--- config.mk ---
export PLATFORM = sky130hd
export DESIGN_NAME = ow_slot_master
export DESIGN_NICKNAME = d
export VERILOG_FILES = /design/src/rtl/ow_slot_pkg.sv /design/src/rtl/ow_bit_sync.sv /design/src/rtl/ow_slot_timer.sv /design/src/rtl/ow_slot_fsm.sv /design/src/rtl/ow_slot_master.sv
export SDC_FILE = /design/constraint.sdc
export NUM_CORES = 1
export LEC_CHECK = 0
export CAP_MARGIN = 20
export CORE_MARGIN = 5
export CORE_UTILIZATION = 50
export DETAILED_ROUTE_END_ITERATION = 6
export GPL_TIMING_DRIVEN = 0
export PLACE_DENSITY = 0.8
export SETUP_SLACK_MARGIN = 0.02
export SYNTH_ARGS = -nofsm -noshare
export SYNTH_HDL_FRONTEND = slang
export SYNTH_HIERARCHICAL = 1
export SYNTH_SLANG_ARGS = --single-unit
--- constraint.sdc ---
create_clock -name clk -period 2.7 [get_ports clk]
set_clock_uncertainty 0.2 [all_clocks]
set_input_delay 0.54 -clock clk [delete_from_list [all_inputs] [get_ports clk]]
set_output_delay 0.54 -clock clk [all_outputs]
set_load 0.02 [all_outputs]
--- src/rtl/ow_slot_pkg.sv ---
package ow_slot_pkg;

    typedef enum logic [1:0] {
        K_WR1 = 2'd0,
        K_WR0 = 2'd1,
        K_RD  = 2'd2,
        K_RSV = 2'd3
    } slot_kind_t;

    typedef enum logic [1:0] {
        ST_IDLE    = 2'd0,
        ST_PULL    = 2'd1,
        ST_FREE    = 2'd2,
        ST_RECOVER = 2'd3
    } slot_state_t;

endpackage

--- src/rtl/ow_bit_sync.sv ---
module ow_bit_sync #(
    parameter int STAGES = 2
) (
    input  logic clk,
    input  logic rst_n,
    input  logic d_in,
    output logic d_out
);

    logic [STAGES-1:0] chain_q;

    genvar gi;
    generate
        for (gi = 0; gi < STAGES; gi++) begin : g_stage
            always_ff @(posedge clk or negedge rst_n) begin
                if (!rst_n) begin
                    chain_q[gi] <= 1'b1;
                end else if (gi == 0) begin
                    chain_q[gi] <= d_in;
                end else begin
                    chain_q[gi] <= chain_q[(gi == 0) ? 0 : gi-1];
                end
            end
        end
    endgenerate

    assign d_out = chain_q[STAGES-1];

endmodule

--- src/rtl/ow_slot_timer.sv ---
module ow_slot_timer #(
    parameter int CNT_W   = 8,
    parameter int CNT_MAX = 70
) (
    input  logic             clk,
    input  logic             rst_n,
    input  logic             clr,
    output logic [CNT_W-1:0] cnt
);

    always_ff @(posedge clk or negedge rst_n) begin
        if (!rst_n) begin
            cnt <= '0;
        end else if (clr) begin
            cnt <= '0;
        end else begin
            cnt <= cnt + 1'b1;
        end
    end

    // the slot timer never runs past the longest interval it measures
    a_r5_cnt_bound: assert property (@(posedge clk) disable iff (!rst_n)
        cnt < CNT_W'(CNT_MAX));

endmodule

--- src/rtl/ow_slot_fsm.sv ---
module ow_slot_fsm
    import ow_slot_pkg::*;
#(
    parameter int CNT_W    = 8,
    parameter int T_W1_LOW = 6,
    parameter int T_W0_LOW = 60,
    parameter int T_RD_LOW = 6,
    parameter int T_SAMPLE = 15,
    parameter int T_SLOT   = 70,
    parameter int T_REC    = 5
) (
    input  logic             clk,
    input  logic             rst_n,
    input  logic             req_valid,
    input  logic [1:0]       req_kind,
    input  logic             line_s,
    input  logic [CNT_W-1:0] cnt,
    output logic             cnt_clr,
    output logic             pull_n,
    output logic             busy,
    output logic             done,
    output logic             rd_bit
);

    localparam logic [CNT_W-1:0] W1_LAST   = CNT_W'(T_W1_LOW - 1);
    localparam logic [CNT_W-1:0] W0_LAST   = CNT_W'(T_W0_LOW - 1);
    localparam logic [CNT_W-1:0] RD_LAST   = CNT_W'(T_RD_LOW - 1);
    localparam logic [CNT_W-1:0] SLOT_LAST = CNT_W'(T_SLOT - 1);
    localparam logic [CNT_W-1:0] REC_LAST  = CNT_W'(T_REC - 1);
    localparam logic [CNT_W-1:0] SMP_AT    = CNT_W'(T_SAMPLE);

    slot_state_t state_q, state_d;
    slot_kind_t  kind_q;
    logic [CNT_W-1:0] pull_last;
    logic accept;

    assign accept = req_valid && (slot_kind_t'(req_kind) != K_RSV);

    always_comb begin
        unique case (kind_q)
            K_WR0:   pull_last = W0_LAST;
            K_RD:    pull_last = RD_LAST;
            default: pull_last = W1_LAST;
        endcase
    end

    // next-state and timer clear
    always_comb begin
        state_d = state_q;
        cnt_clr = 1'b0;
        unique case (state_q)
            ST_IDLE: begin
                cnt_clr = 1'b1;
                if (accept) state_d = ST_PULL;
            end
            ST_PULL: begin
                if (cnt == pull_last) state_d = ST_FREE;
            end
            ST_FREE: begin
                if (cnt == SLOT_LAST) begin
                    state_d = ST_RECOVER;
                    cnt_clr = 1'b1;
                end
            end
            ST_RECOVER: begin
                if (cnt == REC_LAST) state_d = ST_IDLE;
            end
        endcase
    end

    // state register
    always_ff @(posedge clk or negedge rst_n) begin
        if (!rst_n) begin
            state_q <= ST_IDLE;
            kind_q  <= K_WR1;
        end else begin
            state_q <= state_d;
            if (state_q == ST_IDLE && accept) kind_q <= slot_kind_t'(req_kind);
        end
    end

    // registered outputs
    always_ff @(posedge clk or negedge rst_n) begin
        if (!rst_n) begin
            pull_n <= 1'b1;
            busy   <= 1'b0;
            done   <= 1'b0;
            rd_bit <= 1'b0;
        end else begin
            pull_n <= (state_d != ST_PULL);
            busy   <= (state_d != ST_IDLE);
            done   <= (state_q == ST_RECOVER) && (state_d == ST_IDLE);
            if (state_q == ST_FREE && kind_q == K_RD && cnt == SMP_AT)
                rd_bit <= line_s;
        end
    end

    // the line is never pulled while idle
    a_r1_idle_released: assert property (@(posedge clk) disable iff (!rst_n)
        !busy |-> pull_n);

    // a pulldown only starts together with a new busy period
    a_r4_pull_opens_slot: assert property (@(posedge clk) disable iff (!rst_n)
        $fell(pull_n) |-> $rose(busy));

    // the line stays released during recovery
    a_r5_recover_released: assert property (@(posedge clk) disable iff (!rst_n)
        state_q == ST_RECOVER |-> (pull_n && busy));

    // rd_bit only moves after a read-slot sample
    a_r6_rd_only_on_read: assert property (@(posedge clk) disable iff (!rst_n)
        !$stable(rd_bit) |-> $past(kind_q == K_RD && state_q == ST_FREE));

    // done is a single pulse just after busy falls
    a_r7_done_after_busy: assert property (@(posedge clk) disable iff (!rst_n)
        done |-> (!busy && $past(busy)));

    a_r7_done_single: assert property (@(posedge clk) disable iff (!rst_n)
        done |=> !done);

    // a request during a slot does not change the slot type
    a_r8_busy_holds_kind: assert property (@(posedge clk) disable iff (!rst_n)
        (busy && state_q != ST_IDLE && req_valid) |=> $stable(kind_q));

endmodule

--- src/rtl/ow_slot_master.sv ---
module ow_slot_master #(
    parameter int T_W1_LOW    = 6,
    parameter int T_W0_LOW    = 60,
    parameter int T_RD_LOW    = 6,
    parameter int T_SAMPLE    = 15,
    parameter int T_SLOT      = 70,
    parameter int T_REC       = 5,
    parameter int SYNC_STAGES = 2
) (
    input  logic       clk,
    input  logic       rst_n,
    input  logic       req_valid,
    input  logic [1:0] req_kind,
    input  logic       line_in,
    output logic       pull_n,
    output logic       busy,
    output logic       done,
    output logic       rd_bit
);

    localparam int CNT_MAX = (T_SLOT > T_REC) ? T_SLOT : T_REC;
    localparam int CNT_W   = $clog2(CNT_MAX + 1);

    logic             line_s;
    logic             cnt_clr;
    logic [CNT_W-1:0] cnt;

    ow_bit_sync #(.STAGES(SYNC_STAGES)) u_sync (
        .clk   (clk),
        .rst_n (rst_n),
        .d_in  (line_in),
        .d_out (line_s)
    );

    ow_slot_timer #(.CNT_W(CNT_W), .CNT_MAX(CNT_MAX)) u_timer (
        .clk   (clk),
        .rst_n (rst_n),
        .clr   (cnt_clr),
        .cnt   (cnt)
    );

    ow_slot_fsm #(
        .CNT_W    (CNT_W),
        .T_W1_LOW (T_W1_LOW),
        .T_W0_LOW (T_W0_LOW),
        .T_RD_LOW (T_RD_LOW),
        .T_SAMPLE (T_SAMPLE),
        .T_SLOT   (T_SLOT),
        .T_REC    (T_REC)
    ) u_fsm (
        .clk       (clk),
        .rst_n     (rst_n),
        .req_valid (req_valid),
        .req_kind  (req_kind),
        .line_s    (line_s),
        .cnt       (cnt),
        .cnt_clr   (cnt_clr),
        .pull_n    (pull_n),
        .busy      (busy),
        .done      (done),
        .rd_bit    (rd_bit)
    );

endmodule

==> results of run 1 <==
==> sequential cells by signal, summed over array words and instances (netlist names) <==
register	flops
u_timer/cnt	7
u_fsm/kind_q	2
u_fsm/state_q	2
u_fsm/busy	1
u_fsm/done	1
u_fsm/pull_n	1
u_fsm/rd_bit	1
u_sync/chain_q	1
u_sync/d_out	1
==> placed cells by master (no fill, tap or decap), types with 2 or more instances in the layout <==
master,count
and3_1,2
clkbuf_4,3
clkdlybuf4s50_1,9
dfrtp_1,14
dfstp_2,3
mux2_2,2
nand2_1,5
nand2b_1,3
nand3_1,4
nor2_1,8
nor2b_1,2
nor4_1,2
o21bai_1,2
xor2_1,2
==> power breakdown <==
group	leakage [nW]	internal, mW	switching, mW	total, mW
Combinational	0.162	0.00650	0.00584	0.0123
Clock	0.0150	0.0575	0.0782	0.136
Sequential	0.202	0.257	0.000394	0.258
==> synthesized netlist by cell type (2+ instances only) <==
cell type | count | area, um2
dfrtp_1 | 14 | 350.3
nor2_1 | 8 | 30.03
nand2_1 | 5 | 18.77
nand3_1 | 4 | 20.02
dfstp_2 | 3 | 78.83
nand2b_1 | 3 | 18.77
and3_1 | 2 | 12.51
mux2_2 | 2 | 22.52
nor2b_1 | 2 | 12.51
nor4_1 | 2 | 12.51
o21bai_1 | 2 | 15.01
xor2_1 | 2 | 17.52
==> cell type report <==
type	instances	area, um2	share of cell area
flip-flops and latches	17	429.2	0.4567
plain buffers	1	5.005	0.005326
clock buffers	4	26.28	0.02796
multi-input cells	53	369.1	0.3928
well taps	16	20.02	0.02130
repair buffers	9	90.09	0.09587
==> metal layers <==
| metal | vias to the layer above | routed length, um | track usage |
|---|---|---|---|
| met5 | - | 0 | 0 |
| met4 | 0 | 30 | 0.07860 |
| met3 | 4 | 57 | 0.04518 |
| met2 | 14 | 661 | 0.1967 |
| met1 | 286 | 680 | 0.1629 |
| li1 | 287 | - | - |
==> final timing paths <==
path                                     to  slack (ns)  depth (start not counted)
setup / recovery                     pull_n        0.56                          1
setup reg to reg               u_fsm/rd_bit        0.87                          3
max in group asynchronous  u_fsm/state_q[1]        1.37                          1
min in group asynchronous      u_fsm/rd_bit        0.47                          1
hold / removal                 u_sync/d_out        0.16                          0
hold reg to reg                u_sync/d_out        0.16                          0
==> stage by stage <==
stage | cell area (um2) | instances | util | worst slack (ns) | hold slack (ns)
2_1_floorplan | 803.3 | 71 | - | 0.9411 | 0.04441
3_3_place_gp | 913.4 | 96 | 0.5993 | 0.7132 | 0.1510
3_5_place_dp | 913.4 | 96 | 0.5993 | 0.6916 | 0.1549
4_1_cts | 939.7 | 100 | 0.6166 | 0.5492 | 0.1687
5_1_grt | 939.7 | 100 | 0.6166 | 0.5110 | 0.1761
6_report | 939.7 | 100 | 0.6166 | 0.5630 | 0.1648
==> kinds of logic after synthesis <==
| family | after synthesis | synth area share |
|---|---|---|
| adder cells (fa/ha/maj) | 1 | 0.01557 |
| buffers and inverters | 1 | 0.006225 |
| AO/OA/AOI/OAI | 11 | 0.1122 |
| flip-flops | 17 | 0.5343 |
| XOR/XNOR | 3 | 0.03272 |
| AND/OR/NAND/NOR | 35 | 0.2570 |
| multiplexers | 3 | 0.04205 |
==> impl_metrics.yaml, run 1 <==
cells_and_area:
  fill_cells: 122
  diodes: 0
  fin_nets: 92
  syn_to_final_growth_pct: 16.98
  drive_above_1_share: 0.1667
placement:
  portBuffers: 9
  hpwl_mm: 1.026
  gp_congestion: 0.7361
worst_setup_path:
  reg2reg_from: "u_timer/cnt[4]"
  end_kind: "output port"
  arrival_ns: 1.40
  path_cells: "clkdlybuf4s50_1"
  cp-startpoint: "u_fsm/pull_n"
  cp_top_family: "buffers and inverters"
  max_stage_delay_ns: 0.59
  crit_type: "flip-flop to output port"
  critPathMaxFanout: 1
  critPathBufInv: 1
  worst_setup_path_start_kind: "flip-flop"
  cp_slowest_cell: "clkdlybuf4s50_1"
  cp.required_ns: 1.96
clock_tree:
  cts_sinks: 17
  cts_buffers: 3
  clkLatencyLatePin_ns: 0.29
  clock-root-buffer: "clkbuf_4"
  cts_hold_buf: 0
  clkTransAtPathRegs_ns: 0.09
  cts_htree_levels: 1
  cts_resized: 0
  postCtsSetupRepairBufs: 0
  cts_tree: "done"
  cts_buffer_depth: 2
yosys:
  synth_area_um2: 803.3
  ys_ff_latch: 17
  syn_avg_cell_area_um2: 11.31
  synth_cells: 71
  synthFlopType: "dfrtp_1"
  yosysSeqAreaShare: 0.5343
  async_flop_share: 1.000
  yosys_warnings: 6
  synth_edf_count: 0
  syn_nets: 78
  yosys.cell_types.count: 34
die:
  start_util: 0.5271
  die-width_um: 50.08
  io_pins: 10
  design.core.area_um2: 1524
  fp.dieH_um: 50.08
  dieArea_um2: 2508
  rows: 14
detailed_routing:
  wl_mm: 1.430
  drtIter0Drc: 16
  drt-pass1-iter-count: 5
  vias_per_cell: 5.910
  vias: 591
  route.detailed.drc: 0
  drtAntennaViolNets: 0
  avgRoutedWirePerCell_um: 14.30
grt:
  overflow: 0
  grt_pass1_vias: 567
  antenna_found_initial: 0
  grt_pass1_wl_mm: 2.490
  grt_max_degree: 18
  grt.total_usage: 0.1324
timing:
  finalHoldViolCount: 0
  finalSetupTns_ns: 0
  min_period_ns: 2.137
  fmax_mhz: 467.9
  fin_crit_sh: 0.7915
  slew_headroom: 0.5137
  worst_pin_slew_ns: 0.7272
  rsz0062_at_grt: "no"
  setup-violations-final: 0
  slew_violations: 0
power_and_ir_drop:
  power.leakage_nw: 0.3788
  cellPowerDensity_nw_per_um2: 431.7
  p_total_uw: 405.6
  irDropWorstVdd_mv: 0.3055
worst_hold_path:
  hp-class: "flip-flop to flip-flop"
  hp-start: "u_sync/chain_q[0]"
outcome:
  outcome: "finished clean"
job:
  drv_cap: 0
(Power assumes the default switching activity.)
==> run 2: changes to the inputs <==
==> constraint.sdc (replaced) <==
create_clock -name clk -period 2.1 [get_ports clk]
set_clock_uncertainty 0.2 [all_clocks]
set_input_delay 0.42 -clock clk [delete_from_list [all_inputs] [get_ports clk]]
set_output_delay 0.42 -clock clk [all_outputs]
set_load 0.02 [all_outputs]
==> results of run 2 <==
Same layout as run 1 (identical final DEF). Status: finished clean.
Main changes from that run: setup slack after placement 0.6916 ns -> 0.2116 ns; setup slack after layout 0.5630 ns -> 0.08295 ns; register-to-register setup slack 0.87 ns -> 0.27 ns; total power 0.4056 mW -> 0.5215 mW; worst IR drop on VDD 0.3055 mV -> 0.3928 mV
==> run 3: changes to the inputs <==
--- a/config.mk
+++ b/config.mk
@@ -16,3 +16,4 @@
 export SYNTH_HDL_FRONTEND = slang
 export SYNTH_HIERARCHICAL = 1
 export SYNTH_SLANG_ARGS = --single-unit
+export TNS_END_PERCENT = 100
==> results of run 3 <==
Same layout as run 1 (identical final DEF). Status: finished clean.
Main changes from that run: setup slack after placement 0.6916 ns -> 0.2116 ns; setup slack after layout 0.5630 ns -> 0.08295 ns; register-to-register setup slack 0.87 ns -> 0.27 ns; total power 0.4056 mW -> 0.5215 mW; worst IR drop on VDD 0.3055 mV -> 0.3928 mV
